--- config.mk ---
export PLATFORM = sky130hd
export DESIGN_NAME = wdt_seq_guard
export DESIGN_NICKNAME = d
export VERILOG_FILES = /design/src/rtl/wdt_pkg.sv /design/src/rtl/wdt_post_slot.sv /design/src/rtl/wdt_seq_det.sv /design/src/rtl/wdt_tick_div.sv /design/src/rtl/wdt_seq_guard.sv
export SDC_FILE = /design/constraint.sdc
export NUM_CORES = 1
export LEC_CHECK = 0
export BUFFER_PORTS_ARGS = -buffer_cell sky130_fd_sc_hd__buf_2
export CORE_ASPECT_RATIO = 0.5
export CORE_UTILIZATION = 42
export CTS_CLUSTER_DIAMETER = 60
export CTS_CLUSTER_SIZE = 25
export DETAILED_ROUTE_END_ITERATION = 10
export PLACE_DENSITY = 0.65
export SLEW_MARGIN = 10
export SYNTH_ARGS = -nofsm -noshare
export SYNTH_HDL_FRONTEND = slang
export SYNTH_SLANG_ARGS = --single-unit
--- constraint.sdc ---
create_clock -name clk -period 7.3 [get_ports clk]
set_input_delay 0.365 -clock clk [delete_from_list [all_inputs] [get_ports clk]]
set_output_delay 0.365 -clock clk [all_outputs]
set_load 0.02 [all_outputs]
--- src/rtl/wdt_pkg.sv ---
package wdt_pkg;
  localparam int A_REV  = 0;
  localparam int A_CTRL = 1;
  localparam int A_LOAD = 2;
  localparam int A_CNT  = 3;
  localparam int A_TRIG = 4;
  localparam int A_RUN  = 5;
  localparam int A_STAT = 6;

  localparam int SB_CTRL = 0;
  localparam int SB_LOAD = 2;
  localparam int SB_TRIG = 3;
  localparam int SB_RUN  = 4;

  localparam logic [15:0] KEY_ON1  = 16'hBBBB;
  localparam logic [15:0] KEY_ON2  = 16'h4444;
  localparam logic [15:0] KEY_OFF1 = 16'hAAAA;
  localparam logic [15:0] KEY_OFF2 = 16'h5555;

  typedef enum logic [1:0] {
    SQ_IDLE   = 2'd0,
    SQ_ARM_ON = 2'd1,
    SQ_ARM_OFF = 2'd2
  } seq_state_t;
endpackage

--- src/rtl/wdt_post_slot.sv ---
module wdt_post_slot #(
  parameter int W   = 16,
  parameter int LAT = 2
) (
  input  logic         clk,
  input  logic         rst_n,
  input  logic         tick,
  input  logic         wr,
  input  logic [W-1:0] wdata,
  output logic         pend,
  output logic         commit,
  output logic [W-1:0] data
);
  localparam int TW = $clog2(LAT + 1);
  logic [TW-1:0] tcnt;

  assign commit = pend && tick && (tcnt == TW'(LAT - 1));

  always_ff @(posedge clk) begin
    if (!rst_n) begin
      pend <= 1'b0;
      tcnt <= '0;
      data <= '0;
    end else if (wr && !pend) begin
      pend <= 1'b1;
      tcnt <= '0;
      data <= wdata;
    end else if (commit) begin
      pend <= 1'b0;
    end else if (pend && tick) begin
      tcnt <= tcnt + 1'b1;
    end
  end

  assert_pend_hold_R5: assert property (@(posedge clk) disable iff (!rst_n)
    pend && !commit |=> pend);
  assert_pend_src_R5: assert property (@(posedge clk) disable iff (!rst_n)
    $rose(pend) |-> $past(wr));
  assert_drop_busy_R6: assert property (@(posedge clk) disable iff (!rst_n)
    pend && !commit |=> $stable(data));
endmodule

--- src/rtl/wdt_seq_det.sv ---
module wdt_seq_det #(
  parameter bit RUN_AT_RESET = 1'b1
) (
  input  logic        clk,
  input  logic        rst_n,
  input  logic        commit,
  input  logic [15:0] word,
  output logic        run
);
  import wdt_pkg::*;
  seq_state_t st;

  always_ff @(posedge clk) begin
    if (!rst_n) begin
      st  <= SQ_IDLE;
      run <= RUN_AT_RESET;
    end else if (commit) begin
      unique case (st)
        SQ_IDLE: begin
          if (word == KEY_ON1)       st <= SQ_ARM_ON;
          else if (word == KEY_OFF1) st <= SQ_ARM_OFF;
        end
        SQ_ARM_ON: begin
          st <= SQ_IDLE;
          if (word == KEY_ON2) run <= 1'b1;
        end
        SQ_ARM_OFF: begin
          st <= SQ_IDLE;
          if (word == KEY_OFF2) run <= 1'b0;
        end
        default: st <= SQ_IDLE;
      endcase
    end
  end

  assert_start_order_R2: assert property (@(posedge clk) disable iff (!rst_n)
    $rose(run) |-> $past(st) == SQ_ARM_ON);
  assert_stop_order_R3: assert property (@(posedge clk) disable iff (!rst_n)
    $fell(run) |-> $past(st) == SQ_ARM_OFF);
  assert_abort_R4: assert property (@(posedge clk) disable iff (!rst_n)
    !$stable(run) |-> $past(commit));
endmodule

--- src/rtl/wdt_tick_div.sv ---
module wdt_tick_div #(
  parameter int RW = 3
) (
  input  logic          clk,
  input  logic          rst_n,
  input  logic          tick,
  input  logic          en,
  input  logic [RW-1:0] ratio,
  input  logic          clr,
  output logic          adv
);
  localparam int PW = (1 << RW) - 1;
  logic [PW-1:0] pcnt;
  logic [PW-1:0] mask;

  assign mask = ~({PW{1'b1}} << ratio);
  assign adv  = tick && (!en || (pcnt >= mask));

  always_ff @(posedge clk) begin
    if (!rst_n || clr || !en) pcnt <= '0;
    else if (tick) pcnt <= (pcnt >= mask) ? '0 : pcnt + 1'b1;
  end

  assert_adv_on_tick_R8: assert property (@(posedge clk) disable iff (!rst_n)
    adv |-> tick);
  assert_div_bound_R9: assert property (@(posedge clk) disable iff (!rst_n)
    en && !clr |-> pcnt <= mask || $past(clr) || !$past(en) || $changed(ratio));
endmodule

--- src/rtl/wdt_seq_guard.sv ---
module wdt_seq_guard #(
  parameter int         AW           = 3,
  parameter int         CNT_W        = 32,
  parameter int         RATIO_W      = 3,
  parameter int         POST_LAT     = 2,
  parameter logic [7:0] REV_CODE     = 8'h5A,
  parameter bit         RUN_AT_RESET = 1'b1
) (
  input  logic          clk,
  input  logic          rst_n,
  input  logic [AW-1:0] bus_addr,
  input  logic          bus_we,
  input  logic [31:0]   bus_wdata,
  output logic [31:0]   bus_rdata,
  input  logic          tick_en,
  output logic          rst_req
);
  import wdt_pkg::*;
  localparam int CW = RATIO_W + 1;

  logic wr_ctrl, wr_load, wr_trig, wr_run;
  assign wr_ctrl = bus_we && (bus_addr == AW'(A_CTRL));
  assign wr_load = bus_we && (bus_addr == AW'(A_LOAD));
  assign wr_trig = bus_we && (bus_addr == AW'(A_TRIG));
  assign wr_run  = bus_we && (bus_addr == AW'(A_RUN));

  logic pd_ctrl, pd_load, pd_trig, pd_run;
  logic cm_ctrl, cm_load, cm_trig, cm_run;
  logic [CW-1:0]    sh_ctrl;
  logic [CNT_W-1:0] sh_load;
  logic [15:0]      sh_trig, sh_run;

  wdt_post_slot #(.W(CW), .LAT(POST_LAT)) u_ctrl (
    .clk(clk), .rst_n(rst_n), .tick(tick_en), .wr(wr_ctrl),
    .wdata(bus_wdata[CW+1:2]), .pend(pd_ctrl), .commit(cm_ctrl), .data(sh_ctrl));
  wdt_post_slot #(.W(CNT_W), .LAT(POST_LAT)) u_load (
    .clk(clk), .rst_n(rst_n), .tick(tick_en), .wr(wr_load),
    .wdata(bus_wdata[CNT_W-1:0]), .pend(pd_load), .commit(cm_load), .data(sh_load));
  wdt_post_slot #(.W(16), .LAT(POST_LAT)) u_trig (
    .clk(clk), .rst_n(rst_n), .tick(tick_en), .wr(wr_trig),
    .wdata(bus_wdata[15:0]), .pend(pd_trig), .commit(cm_trig), .data(sh_trig));
  wdt_post_slot #(.W(16), .LAT(POST_LAT)) u_run (
    .clk(clk), .rst_n(rst_n), .tick(tick_en), .wr(wr_run),
    .wdata(bus_wdata[15:0]), .pend(pd_run), .commit(cm_run), .data(sh_run));

  logic [CW-1:0]    ctrl_q;
  logic [CNT_W-1:0] load_q;
  logic [15:0]      trig_last;

  always_ff @(posedge clk) begin
    if (!rst_n) begin
      ctrl_q    <= '0;
      load_q    <= '0;
      trig_last <= '0;
    end else begin
      if (cm_ctrl) ctrl_q <= sh_ctrl;
      if (cm_load) load_q <= sh_load;
      if (cm_trig) trig_last <= sh_trig;
    end
  end

  logic run;
  wdt_seq_det #(.RUN_AT_RESET(RUN_AT_RESET)) u_seq (
    .clk(clk), .rst_n(rst_n), .commit(cm_run), .word(sh_run), .run(run));

  logic div_adv;
  wdt_tick_div #(.RW(RATIO_W)) u_div (
    .clk(clk), .rst_n(rst_n), .tick(tick_en), .en(ctrl_q[CW-1]),
    .ratio(ctrl_q[RATIO_W-1:0]), .clr(!run || cm_ctrl), .adv(div_adv));

  logic [CNT_W-1:0] cnt;
  logic adv, trig_hit, wrap;
  assign adv      = run && div_adv;
  assign trig_hit = cm_trig && (sh_trig != trig_last);
  assign wrap     = adv && (&cnt);

  always_ff @(posedge clk) begin
    if (!rst_n) begin
      cnt     <= '0;
      rst_req <= 1'b0;
    end else begin
      rst_req <= wrap && !trig_hit;
      if (trig_hit)  cnt <= load_q;
      else if (wrap) cnt <= load_q;
      else if (adv)  cnt <= cnt + 1'b1;
    end
  end

  always_comb begin
    bus_rdata = '0;
    case (bus_addr)
      AW'(A_REV):  bus_rdata[7:0] = REV_CODE;
      AW'(A_CTRL): bus_rdata[CW+1:2] = ctrl_q;
      AW'(A_LOAD): bus_rdata = 32'(load_q);
      AW'(A_CNT):  bus_rdata = 32'(cnt);
      AW'(A_STAT): begin
        bus_rdata[SB_CTRL] = pd_ctrl;
        bus_rdata[SB_LOAD] = pd_load;
        bus_rdata[SB_TRIG] = pd_trig;
        bus_rdata[SB_RUN]  = pd_run;
      end
      default: bus_rdata = '0;
    endcase
  end

  assert_rst_pulse_R10: assert property (@(posedge clk) disable iff (!rst_n)
    rst_req |=> !rst_req);
  assert_rst_reload_R10: assert property (@(posedge clk) disable iff (!rst_n)
    rst_req |-> cnt == $past(load_q) && $past(run));
  assert_hold_stopped_R3: assert property (@(posedge clk) disable iff (!rst_n)
    !run && !trig_hit |=> $stable(cnt));
  assert_trig_same_R7: assert property (@(posedge clk) disable iff (!rst_n)
    cm_trig && sh_trig == trig_last && !run |=> $stable(cnt));
endmodule

* Word level (Yosys, flattened, before mapping)
Cells that the tools add are included.
** Operators by class
- Add/sub/neg operators :: 6
- $lt $le $gt $ge :: 1
- Equality and inequality tests :: 20
- Shift operators :: 1
- Muxes and demuxes :: 24
- Bitwise gates (word level) :: 6
- Reductions and logical operators :: 52
** Operator list (count)
- $mux W32 :: 3
- $pmux W24 S2 :: 1
- $add A32 B1 Y32 const B :: 1
- $eq A16 B15 Y1 const B :: 2
- $eq A16 B16 Y1 const B :: 2
- $reduce_and A32 Y1 :: 1
- $logic_and A1 B1 Y1 :: 21
- $ne A16 B16 Y1 :: 1
- $pmux W3 S5 :: 1
- $eq A2 B1 Y1 const B :: 5
- $mux W1 :: 10
- $reduce_and A2 Y1 :: 5
- $reduce_bool A2 Y1 :: 5
- $eq A3 B3 Y1 const B :: 3
- $pmux W1 S3 :: 3
- $add A2 B1 Y2 const B :: 4
- $logic_not A1 Y1 :: 8
- $reduce_or A2 Y1 :: 4
- $add A7 B1 Y7 const B :: 1
- $ge A7 B7 Y1 :: 1
- $mux W7 :: 1
- $not A7 Y7 :: 1
- $shl A7 B3 Y7 const A :: 1
- $eq A3 B2 Y1 const B :: 2
- 13 further kinds :: 23
** Word-level totals
- Register bits after elaboration :: 175
- Input bits :: 39
- Output and inout port bits :: 33
- Word-level logic and storage cells :: 130

* Depth between registers and ports, before layout
Gate-level depths: netlist of run 1.
- Depth after elaboration :: 9
- Gate-level depth with buffers :: 11
- Gate-level depth less buffers :: 9

* Cells and area by module
A second synthesis of run 1 with hierarchy kept.
** Second synthesis, totals
- Cells, all modules :: 972
- Area, all modules :: 8765.9 µm²
** By module, submodules not included
- wdt_seq_guard :: instances 1, cells an instance 530, area an instance 4684.5 µm², seq. area each 1701.6 µm²
- wdt_post_slot at u_run ... :: instances 2, cells an instance 85, area an instance 804.5 µm², seq. area each 380.4 µm²
- wdt_post_slot at u_load :: instances 1, cells an instance 155, area an instance 1328.8 µm², seq. area each 700.7 µm²
- wdt_tick_div :: instances 1, cells an instance 61, area an instance 594.3 µm², seq. area each 140.1 µm²
- wdt_post_slot at u_ctrl :: instances 1, cells an instance 28, area an instance 306.5 µm², seq. area each 140.1 µm²
- wdt_seq_det :: instances 1, cells an instance 28, area an instance 242.7 µm², seq. area each 60.1 µm²

* Worst setup path before layout of run 1
OpenSTA, ideal clock, no wires.
- Path kind :: reg-to-reg
- Start point :: reg ctrl_q[0]
- End point :: reg cnt[12]
- Library setup time :: 0.130 ns
- Data arrival time :: 2.667 ns
- Required time :: 7.170 ns
- Path slack :: 4.502 ns
- Cell stages (with the launch flop) :: 12
- Path buffers :: 2
- Clock period less this slack :: 2.798 ns
- Cells stage by stage :: dfxtp_1 > or3_1 > ha_1 > nand2b_1 > a2111oi_0 > o211a_1 > nand3b_4 > and2_4 > buf_6 > buf_2 > mux2i_1 > o22ai_1
** On the way
- Cells in the longest elaborated chain, start to end :: 9
- Elaborated cells between the ends (all ways) :: 10
- Those cells by class :: order compare (1); shift (1); mux (2); bitwise (1); reduce/logical (5)
** RTL lines
- start, declared :: RTL line wdt_seq_guard.sv:46 : logic [CW-1:0] ctrl_q;
- start signal, assigned :: RTL line wdt_seq_guard.sv:56 : if (cm_ctrl) ctrl_q <= sh_ctrl;
- $shl A7 B3 Y7 (*) :: RTL line wdt_tick_div.sv:16 : assign mask = ~({PW{1'b1}} << ratio);
- $not A7 Y7 (*) :: RTL line wdt_tick_div.sv:16
- $ge A7 B7 Y1 (*) :: RTL line wdt_tick_div.sv:17 : assign adv = tick && (!en || (pcnt >= mask));
- $logic_or A1 B1 Y1 (*) :: RTL line wdt_tick_div.sv:17
- $logic_and A1 B1 Y1 (*) :: RTL line wdt_tick_div.sv:17
- $logic_and A1 B1 Y1 (*) :: RTL line wdt_seq_guard.sv:73 : assign adv = run && div_adv;
- $logic_and A1 B1 Y1 :: RTL line wdt_seq_guard.sv:75 : assign wrap = adv && (&cnt);
- $mux W32 :: RTL line wdt_seq_guard.sv:84 : else if (wrap) cnt <= load_q;
- $mux W32 :: RTL line wdt_seq_guard.sv:83 : if (trig_hit) cnt <= load_q;
- end signal, assigned :: RTL line wdt_seq_guard.sv:83
- end signal, assigned :: RTL line wdt_seq_guard.sv:84
- end signal, assigned :: RTL line wdt_seq_guard.sv:85 : else if (adv) cnt <= cnt + 1'b1;
- end, declared :: RTL line wdt_seq_guard.sv:71 : logic [CNT_W-1:0] cnt;
Mark *: on every way between the ends. The rest lies on a longest branch, timed or not.
A chain may end at the register's enable or synchronous reset.

* Worst setup path in the final report of run 1
- Start point :: reg ctrl_q[1]
- End point :: reg cnt[16]
Same word-level chain as after synthesis.

==> tab_implementation.tex, run 1 <==
\begin{tabular}{lr}
\hline
Metric & Value \\
\hline
\multicolumn{2}{l}{\textbf{Final layout}} \\
\quad Antenna Cells & 0 \\
\quad Share of post-route cells with drive strength above 1 & about 11\% \\
\quad Area growth syn-to-layout & 12.7\% \\
\quad Nets@finish & 1124 \\
\quad Total area of multi-input combinational cells & around 4600 um2 \\
\quad Fill count & approximately 1.9k \\
\quad Sequential cell area & approximately 3500 um2 \\
\multicolumn{2}{l}{\textbf{Floorplanning}} \\
\quad Core region area & around 20000 um2 \\
\quad Starting utilization of the core area & 43.0\% \\
\quad Width of the chip & between 200 and 250 um \\
\quad Die extent in y & about 100 um \\
\quad Placement row count & 36 \\
\quad I/O pin total & 72 \\
\quad Die ar. & between 20000 and 25000 um2 \\
\multicolumn{2}{l}{\textbf{Yosys}} \\
\quad Area share of and/or/nand/nor cells after synthesis & roughly a quarter \\
\quad Yosys top cell by area & dfxtp\_1 \\
\quad Nets in the synthesized netlist & $\sim$1.1k \\
\quad Portion of netlist area occupied by mux cells & around 3.8\% \\
\quad Part of the Yosys area used for sequential elements & between 40\% and 50\% \\
\quad Count of distinct cell types in the synthesized netlist & between 50 and 60 \\
\quad Post-synthesis instance area & approximately 8400 um2 \\
\quad Dominant synthesized flop cell & dfxtp\_1 \\
\quad Ranking of synthesized cells by area & dfxtp\_1 42\%, nand2\_1 13\%, a21boi\_0 10\% \\
\quad Cells after Synth & $\sim$1.0k \\
\quad Number of warnings printed during yosys synthesis & 0 \\
\quad FFs w/ async S/R, synth & 0\% \\
\quad Largest family of logic cells by synthesized area & simple AND/OR/NAND/NOR gates \\
\quad Average footprint of a synthesized cell & between 8 and 9 um2 \\
\quad Compound-gate portion of the synthesized area & 21.8\% \\
\quad Register bit count reported by yosys & between 150 and 200 \\
\quad Fraction of synthesized cell area in xor and xnor cells & under 10\% \\
\quad Area share of the largest cell type after synthesis & a little over two fifths \\
\quad Count of flip-flops with a built-in enable after synthesis & 0 \\
\quad Adder-cell share of the synthesized area & 2.39\% \\
\multicolumn{2}{l}{\textbf{Timing}} \\
\quad Worst clock skew on the final layout & approximately 0.012 ns \\
\quad Final Setup Violations & 0 \\
\quad Slew @ Worst Pin & roughly 1.1 ns \\
\quad Max Fclk & 291 MHz \\
\quad Worst slew margin relative to its limit & a little under a quarter \\
\quad Slew Viols, Final & 0 \\
\quad Unrepaired setup endpoints after global routing & false \\
\quad Final hold slack & roughly 0.18 ns \\
\quad Post-route minimum period & about 3.4 ns \\
\quad Setup TNS after final layout & 0 ns \\
\quad Ratio of final minimum period to clock period & 47.0\% \\
\quad Final count of hold timing violations & 0 \\
\multicolumn{2}{l}{\textbf{Detailed routing}} \\
\quad Avg WL per Cell & 16.8 um \\
\quad Post-route DRC & 0 \\
\quad Uppermost metal layer occupied by signal nets & met4 \\
\quad Pre-antenna DRT Iters & 5 \\
\quad Antenna Nets Post-Route & 0 \\
\quad Routed vias/inst & around 5.5 \\
\quad Total number of vias & $\sim$7.4k \\
\quad Met1 WL & around 12000 um \\
\quad Met3 WL & $\sim$1200 um \\
\quad Wire length on met2 & between 9000 and 10000 um \\
\quad Routed WL & between 20000 and 25000 um \\
\quad Number of violations reported at the end of detailed-routing iteration 0 & 505 \\
\multicolumn{2}{l}{\textbf{Global route}} \\
\quad First-pass GRT wire length & around 36000 um \\
\quad Pin count of the biggest net entering global routing & 94 \\
\quad Total grt overflow & 0 \\
\quad Via count of the first global-routing pass & about 6.8k \\
\quad Antenna violations before repair & 0 \\
\quad Overall fraction of global-route tracks in use & between 20\% and 30\% \\
\multicolumn{2}{l}{\textbf{Setup path}} \\
\quad Highest cell delay on the worst timing path & approximately 0.78 ns \\
\quad Critical path type & register to register \\
\quad FF-to-FF path depth & 8 \\
\quad Element type at the critical path end & register \\
\quad Logic depth of the worst setup path including buffers & 8 \\
\quad CP Launch Type & register \\
\quad Maximum fanout along the worst path & 23 \\
\quad Slack of the worst reg-to-reg path & 3.87 ns \\
\quad Endpoint of the lowest-slack register-to-register path & cnt[16] \\
\quad Critical path's slowest cell & o21a\_1 \\
\quad Cells traversed along the worst timing path & or3\_1, ha\_1, nand2b\_1, a2111oi\_0, o211a\_1, o21a\_1, nor2\_1, a221oi\_1 \\
\quad CP Data Arrival Time & about 3.8 ns \\
\quad Critical path buffer and inverter count & 0 \\
\quad Origin of the critical flop-to-flop path & ctrl\_q[1] \\
\quad Req. time, crit path & approximately 7.6 ns \\
\quad Critical path's top delay family & compound AO/OA/AOI/OAI gates \\
\quad Beginning of the critical path & ctrl\_q[1] \\
\quad Endpoint of the most critical setup path & cnt[16] \\
\multicolumn{2}{l}{\textbf{CTS}} \\
\quad Num Clock Sinks & approximately 180 \\
\quad Clock-pin slew on the worst setup and hold paths & roughly 0.07 ns \\
\quad Post-cts resize count & 0 \\
\quad Number of buffers inserted during clock tree synthesis & 17 \\
\quad Worst-skew pair later-pin latency & about 0.43 ns \\
\quad \# H-tree levels & 4 \\
\quad Cts-stage hold buffer count & 0 \\
\quad Clock Path Buffers & 2 \\
\quad CTS tree & yes \\
\quad \# Post-CTS Setup Buffers & 0 \\
\quad Buffer type at the clock tree root & clkbuf\_16 \\
\multicolumn{2}{l}{\textbf{Flow run}} \\
\quad Maximum Capacitance Violations & 0 \\
\multicolumn{2}{l}{\textbf{Place}} \\
\quad Gpl congestion & 0.884 \\
\quad Port-buffer cells & between 70 and 80 \\
\quad Total half-perimeter wirelength after legalization and detailed placement & approximately 15000 um \\
\multicolumn{2}{l}{\textbf{Min path}} \\
\quad Type of the tightest min-delay check & input pin to register \\
\multicolumn{2}{l}{\textbf{Pwr}} \\
\quad Pleak & around 3.5 nW \\
\quad Pwr Density & 212 nW/um2 \\
\quad Max rail drop VDD & about 0.17 mV \\
\multicolumn{2}{l}{\textbf{Outcome}} \\
\quad Result of the run & finished clean \\
\hline
\end{tabular}
-- cell usage after synthesis (4+ instances only) --
| cell | count |
|---|---|
| a211oi_1 | 4 |
| a21boi_0 | 114 |
| a21o_1 | 4 |
| a21oi_1 | 41 |
| a22o_1 | 29 |
| and2_1 | 4 |
| and3_1 | 5 |
| buf_1 | 4 |
| buf_2 | 4 |
| clkbuf_1 | 56 |
| dfxtp_1 | 175 |
| ha_1 | 16 |
| inv_1 | 17 |
| mux2i_1 | 32 |
| nand2_1 | 285 |
| nand2b_1 | 4 |
| nand3_1 | 20 |
| nand4_1 | 19 |
| nor2_1 | 62 |
| nor2b_1 | 16 |
| nor3_1 | 6 |
| o21a_1 | 4 |
| o21ai_0 | 21 |
| o221ai_1 | 6 |
| o22ai_1 | 18 |
| or3_1 | 4 |
| xnor2_1 | 22 |
-- cell type report --
cell class | count | area share (%)
inverters | 17 | 0.675
repair buffers | 77 | 4.26
well taps | 266 | 3.52
flip-flops and latches | 175 | 37.1
multi-input cells | 781 | 48.3
clock buffers | 20 | 4.83
clock inverters | 11 | 1.39
-- report_power, final --
group          switching (W)  leakage, nW  internal, W  total (W)
clock               0.000403        0.280     0.000525   0.000928
sequential        0.00000962         1.41     0.000965   0.000975
combinational      0.0000644         1.84    0.0000348  0.0000993
-- metal layers --
layer,vias up,track usage [%]
li1,3639,-
met1,3542,32.6
met2,182,32.6
met3,27,4.24
met4,0,7.28
met5,-,0
-- cell usage in the layout (no fill, tap or decap), types with 20 or more instances in the layout --
| cell type | synthesis | final |
|---|---|---|
| a22o_1 | 29 | 29 |
| xnor2_1 | 22 | 22 |
| dfxtp_1 | 175 | 175 |
| a21oi_1 | 41 | 41 |
| buf_2 | 4 | 70 |
| nor2_1 | 62 | 62 |
| o21ai_0 | 21 | 21 |
| nand3_1 | 20 | 20 |
| mux2i_1 | 32 | 32 |
| a21boi_0 | 114 | 114 |
| nand2_1 | 285 | 285 |
-- worst register-to-register path: cells and delay by family, from the launching register on --
family / cells / cell delay [ns]
AO/OA/AOI/OAI: 4 / 1.98
adder cells (fa/ha/maj): 1 / 0.27
flip-flops: 1 / 0.38
AND/OR/NAND/NOR: 3 / 0.71
-- how the worst min path moves through the flow --
stage,start,to,slack [ns],cells after the start
finish,bus_wdata[25],u_load.data[25],0.18,3
global route,bus_wdata[29],u_load.data[29],0.17,3
CTS,bus_wdata[25],u_load.data[25],0.17,3
detailed placement,u_load.data[4],u_load.data[4],0.46,2
global placement,u_load.data[4],u_load.data[4],0.45,2
floorplan,u_load.data[0],load_q[0],0.44,2
-- state kept, by name (all words and copies together), names as in the netlist, 4 cells and up --
register     count
ctrl_q           4
cnt             32
u_trig.data     16
u_ctrl.data      4
u_run.data      16
trig_last       16
load_q          32
u_div.pcnt       7
u_load.data     32
-- cells by family (layout without fill, tap and decap cells) --
group / after synthesis / in the layout
simple gates: 448 / 448
compound gates: 260 / 260
flops: 175 / 175
buf+inv: 83 / 125
mux: 32 / 32
xor+xnor: 25 / 25
fa+ha+maj: 16 / 16
-- per-stage QoR --
step / power (W) / utilization, % / setup slack (ns) / instances / instance area (um2)
6_report: 0.00200 / 48.5 / 3.87 / 1347 / 9450
5_1_grt: 0.00207 / 48.5 / 3.74 / 1347 / 9450
4_1_cts: 0.00201 / 48.4 / 3.98 / 1347 / 9450
3_5_place_dp: 0.00109 / 45.4 / 3.91 / 1316 / 8860
3_3_place_gp: 0.00109 / 45.4 / 4.02 / 1316 / 8860
2_1_floorplan: 0.00105 / - / 4.50 / 1039 / 8390
No activity file was read; power rests on OpenSTA's default activity.
==> run 2, diff against run 1 <==
- clock period: 7.3 -> 3.55 ns (I/O delays scaled with it)
==> run 2 against run 1 <==
Non-clock buffer count rose by 26. Final area rose by 2.3%. Worst hold slack got worse by 0.16 ns. Global-route usage fell by 0.14 points. Cell count rose by 2.0%. Clock power rose by 99%. Maximum frequency rose by 6.8%. First-iteration DRC count rose by 24%. Setup slack got worse by 3.5 ns. Total power rose by 100%. Count of clock-buffer cells in the layout fell by 1. Critical path depth rose by 2.
==> tab_implementation.tex, run 2 (synthesized netlist as in run 1, its figures left out) <==
\begin{tabular}{lr}
\hline
Metric & Value \\
\hline
\multicolumn{2}{l}{\textbf{Outcome}} \\
\quad Result of the run & finished clean \\
\multicolumn{2}{l}{\textbf{Timing}} \\
\quad Final Setup Violations & 0 \\
\quad Max Fclk & 311 MHz \\
\quad Slew @ Worst Pin & about 1.0 ns \\
\quad Ratio of final minimum period to clock period & 90.5\% \\
\quad Worst slew margin relative to its limit & between 30\% and 40\% \\
\quad Final count of hold timing violations & 0 \\
\quad Slew Viols, Final & 0 \\
\quad Post-route minimum period & about 3.2 ns \\
\quad Setup ws final & roughly 0.34 ns \\
\quad Worst clock skew on the final layout & 0.00727 ns \\
\quad Unrepaired setup endpoints after global routing & false \\
\quad Setup TNS after final layout & 0 ns \\
\multicolumn{2}{l}{\textbf{Setup path}} \\
\quad CP Launch Type & register \\
\quad CP Data Arrival Time & about 3.5 ns \\
\quad Critical path's top delay family & simple AND/OR/NAND/NOR gates \\
\quad Slack of the worst reg-to-reg path & 0.34 ns \\
\quad Req. time, crit path & 3.85 ns \\
\quad Critical path's slowest cell & a2111oi\_0 \\
\quad Maximum fanout along the worst path & 32 \\
\quad Element type at the critical path end & register \\
\quad Origin of the critical flop-to-flop path & ctrl\_q[0] \\
\quad Cells traversed along the worst timing path & or3\_1, ha\_1, nand2b\_1, a2111oi\_0, o211a\_1, nand3b\_4, and2\_4, buf\_12, mux2i\_1, o22ai\_1 \\
\quad FF-to-FF path depth & 10 \\
\quad Endpoint of the lowest-slack register-to-register path & cnt[30] \\
\quad Beginning of the critical path & ctrl\_q[0] \\
\quad Critical path buffer and inverter count & 1 \\
\quad Highest cell delay on the worst timing path & between 0.5 and 0.6 ns \\
\quad Critical path type & register to register \\
\multicolumn{2}{l}{\textbf{Detailed routing}} \\
\quad Routed WL & roughly 22000 um \\
\quad Total number of vias & 7394 \\
\quad Antenna Nets Post-Route & 0 \\
\quad Avg WL per Cell & around 16 um \\
\quad Routed vias/inst & around 5.4 \\
\quad Post-route DRC & 0 \\
\quad Number of violations reported at the end of detailed-routing iteration 0 & around 620 \\
\quad Pre-antenna DRT Iters & 6 \\
\multicolumn{2}{l}{\textbf{Place}} \\
\quad Port-buffer cells & 71 \\
\quad Placed Instances & about 1.3k \\
\quad Worst slack at placement & roughly 0.32 ns \\
\quad Total half-perimeter wirelength after legalization and detailed placement & $\sim$15000 um \\
\quad Gpl congestion & 0.902 \\
\multicolumn{2}{l}{\textbf{Global route}} \\
\quad First-pass GRT wire length & between 30000 and 40000 um \\
\quad Via count of the first global-routing pass & a little under 7k \\
\quad GR peak layer & met1 \\
\quad GR Util met1 & between 30\% and 40\% \\
\quad Met3 GRT Util & about 4.2\% \\
\quad Global routing met2 resource utilization & between 30 and 40\% \\
\quad Overall fraction of global-route tracks in use & about 22\% \\
\quad Total grt overflow & 0 \\
\quad Pin count of the biggest net entering global routing & 75 \\
\quad Antenna violations before repair & 0 \\
\multicolumn{2}{l}{\textbf{Flow run}} \\
\quad Maximum Capacitance Violations & 0 \\
\multicolumn{2}{l}{\textbf{Final layout}} \\
\quad Antenna Cells & 0 \\
\quad Area growth syn-to-layout & 15.3\% \\
\quad Nets@finish & 1150 \\
\quad Share of post-route cells with drive strength above 1 & between 10\% and 20\% \\
\quad Most common cell after layout, fill and taps aside & nand2\_1 \\
\quad Post-route insts no fill & $\sim$1.4k \\
\quad Leading registers by flop count & cnt x32, load\_q x32, u\_load.data x32 \\
\quad Most frequent cells in the layout & 285 x nand2\_1, 175 x dfxtp\_1, 114 x a21boi\_0 \\
\multicolumn{2}{l}{\textbf{Min path}} \\
\quad Hold worst-path end & u\_load.data[1] \\
\quad Hold Startpoint & bus\_wdata[1] \\
\quad Cell count of the worst hold path & 3 \\
\quad Type of the tightest min-delay check & input pin to register \\
\multicolumn{2}{l}{\textbf{Floorplanning}} \\
\quad Starting utilization of the core area & between 40\% and 50\% \\
\quad Core region area & around 20000 um2 \\
\quad Die extent in y & 102 um \\
\quad I/O pin total & 72 \\
\quad Width of the chip & just over 200 um \\
\quad Placement row count & 36 \\
\quad Die ar. & about 21000 um2 \\
\multicolumn{2}{l}{\textbf{CTS}} \\
\quad \# H-tree levels & 4 \\
\quad Num Clock Sinks & between 150 and 200 \\
\quad Cts-stage hold buffer count & 15 \\
\quad Post-cts resize count & 0 \\
\quad CTS tree & yes \\
\quad Number of buffers inserted during clock tree synthesis & 17 \\
\quad \# Post-CTS Setup Buffers & 0 \\
\quad Buffer type at the clock tree root & clkbuf\_16 \\
\quad Clock-pin slew on the worst setup and hold paths & $\sim$0.070 ns \\
\quad Clock Path Buffers & 2 \\
\quad Worst-skew pair later-pin latency & approximately 0.44 ns \\
\multicolumn{2}{l}{\textbf{Pwr}} \\
\quad Pwr Density & between 400 and 500 nW/um2 \\
\quad Max rail drop VDD & 0.352 mV \\
\quad Pleak & between 3 and 4 nW \\
\hline
\end{tabular}
run 2: cell type report:
type                       instances  area [um2]
timing repair buffer             103         648
clock inverter                    13         125
sequential                       175        3500
tap                              266         333
clock buffer                      19         443
multi-input combinational        781        4560
inverter                          17        63.8
fill                            1896        9830
run 2: metrics by stage:
stage	cell area, um2	hold WS (ns)	utilization, %	total power, W
finish	9670	0.0162	49.6	0.00407
global route	9670	0.00740	49.6	0.00423
CTS	9670	0.00578	49.6	0.00411
detailed placement	8950	0.442	45.9	0.00225
global placement	8950	0.431	45.9	0.00225
floorplan	8390	0.322	-	0.00217
run 2: routing by layer:
layer	vias up	part of all wire [%]
met4	0	1.4
met3	28	6.1
met1	3482	51
met5	-	0
li1	3693	-
met2	191	41
run 2: tightest hold or removal path: cells and delay by family:
kind | cells | cell delay (ns)
AND/OR/NAND/NOR | 1 | 0.05
buffers and inverters | 1 | 0.12
AO/OA/AOI/OAI | 1 | 0.06
run 2: worst max path at each step:
stage	endpoint	slack, ns	cells past startpoint
2_1_floorplan	cnt[12]	0.75	11
3_3_place_gp	cnt[22]	0.48	10
3_5_place_dp	cnt[30]	0.32	10
4_1_cts	cnt[30]	0.32	10
5_1_grt	cnt[19]	0.13	10
6_report	cnt[30]	0.34	10
run 2: report_power, final:
part           total (W)  leakage [nW]  switching [W]  internal, W
registers        0.00200          1.41      0.0000187      0.00198
logic           0.000221          1.96       0.000134    0.0000871
clock network    0.00185         0.275       0.000853     0.000997
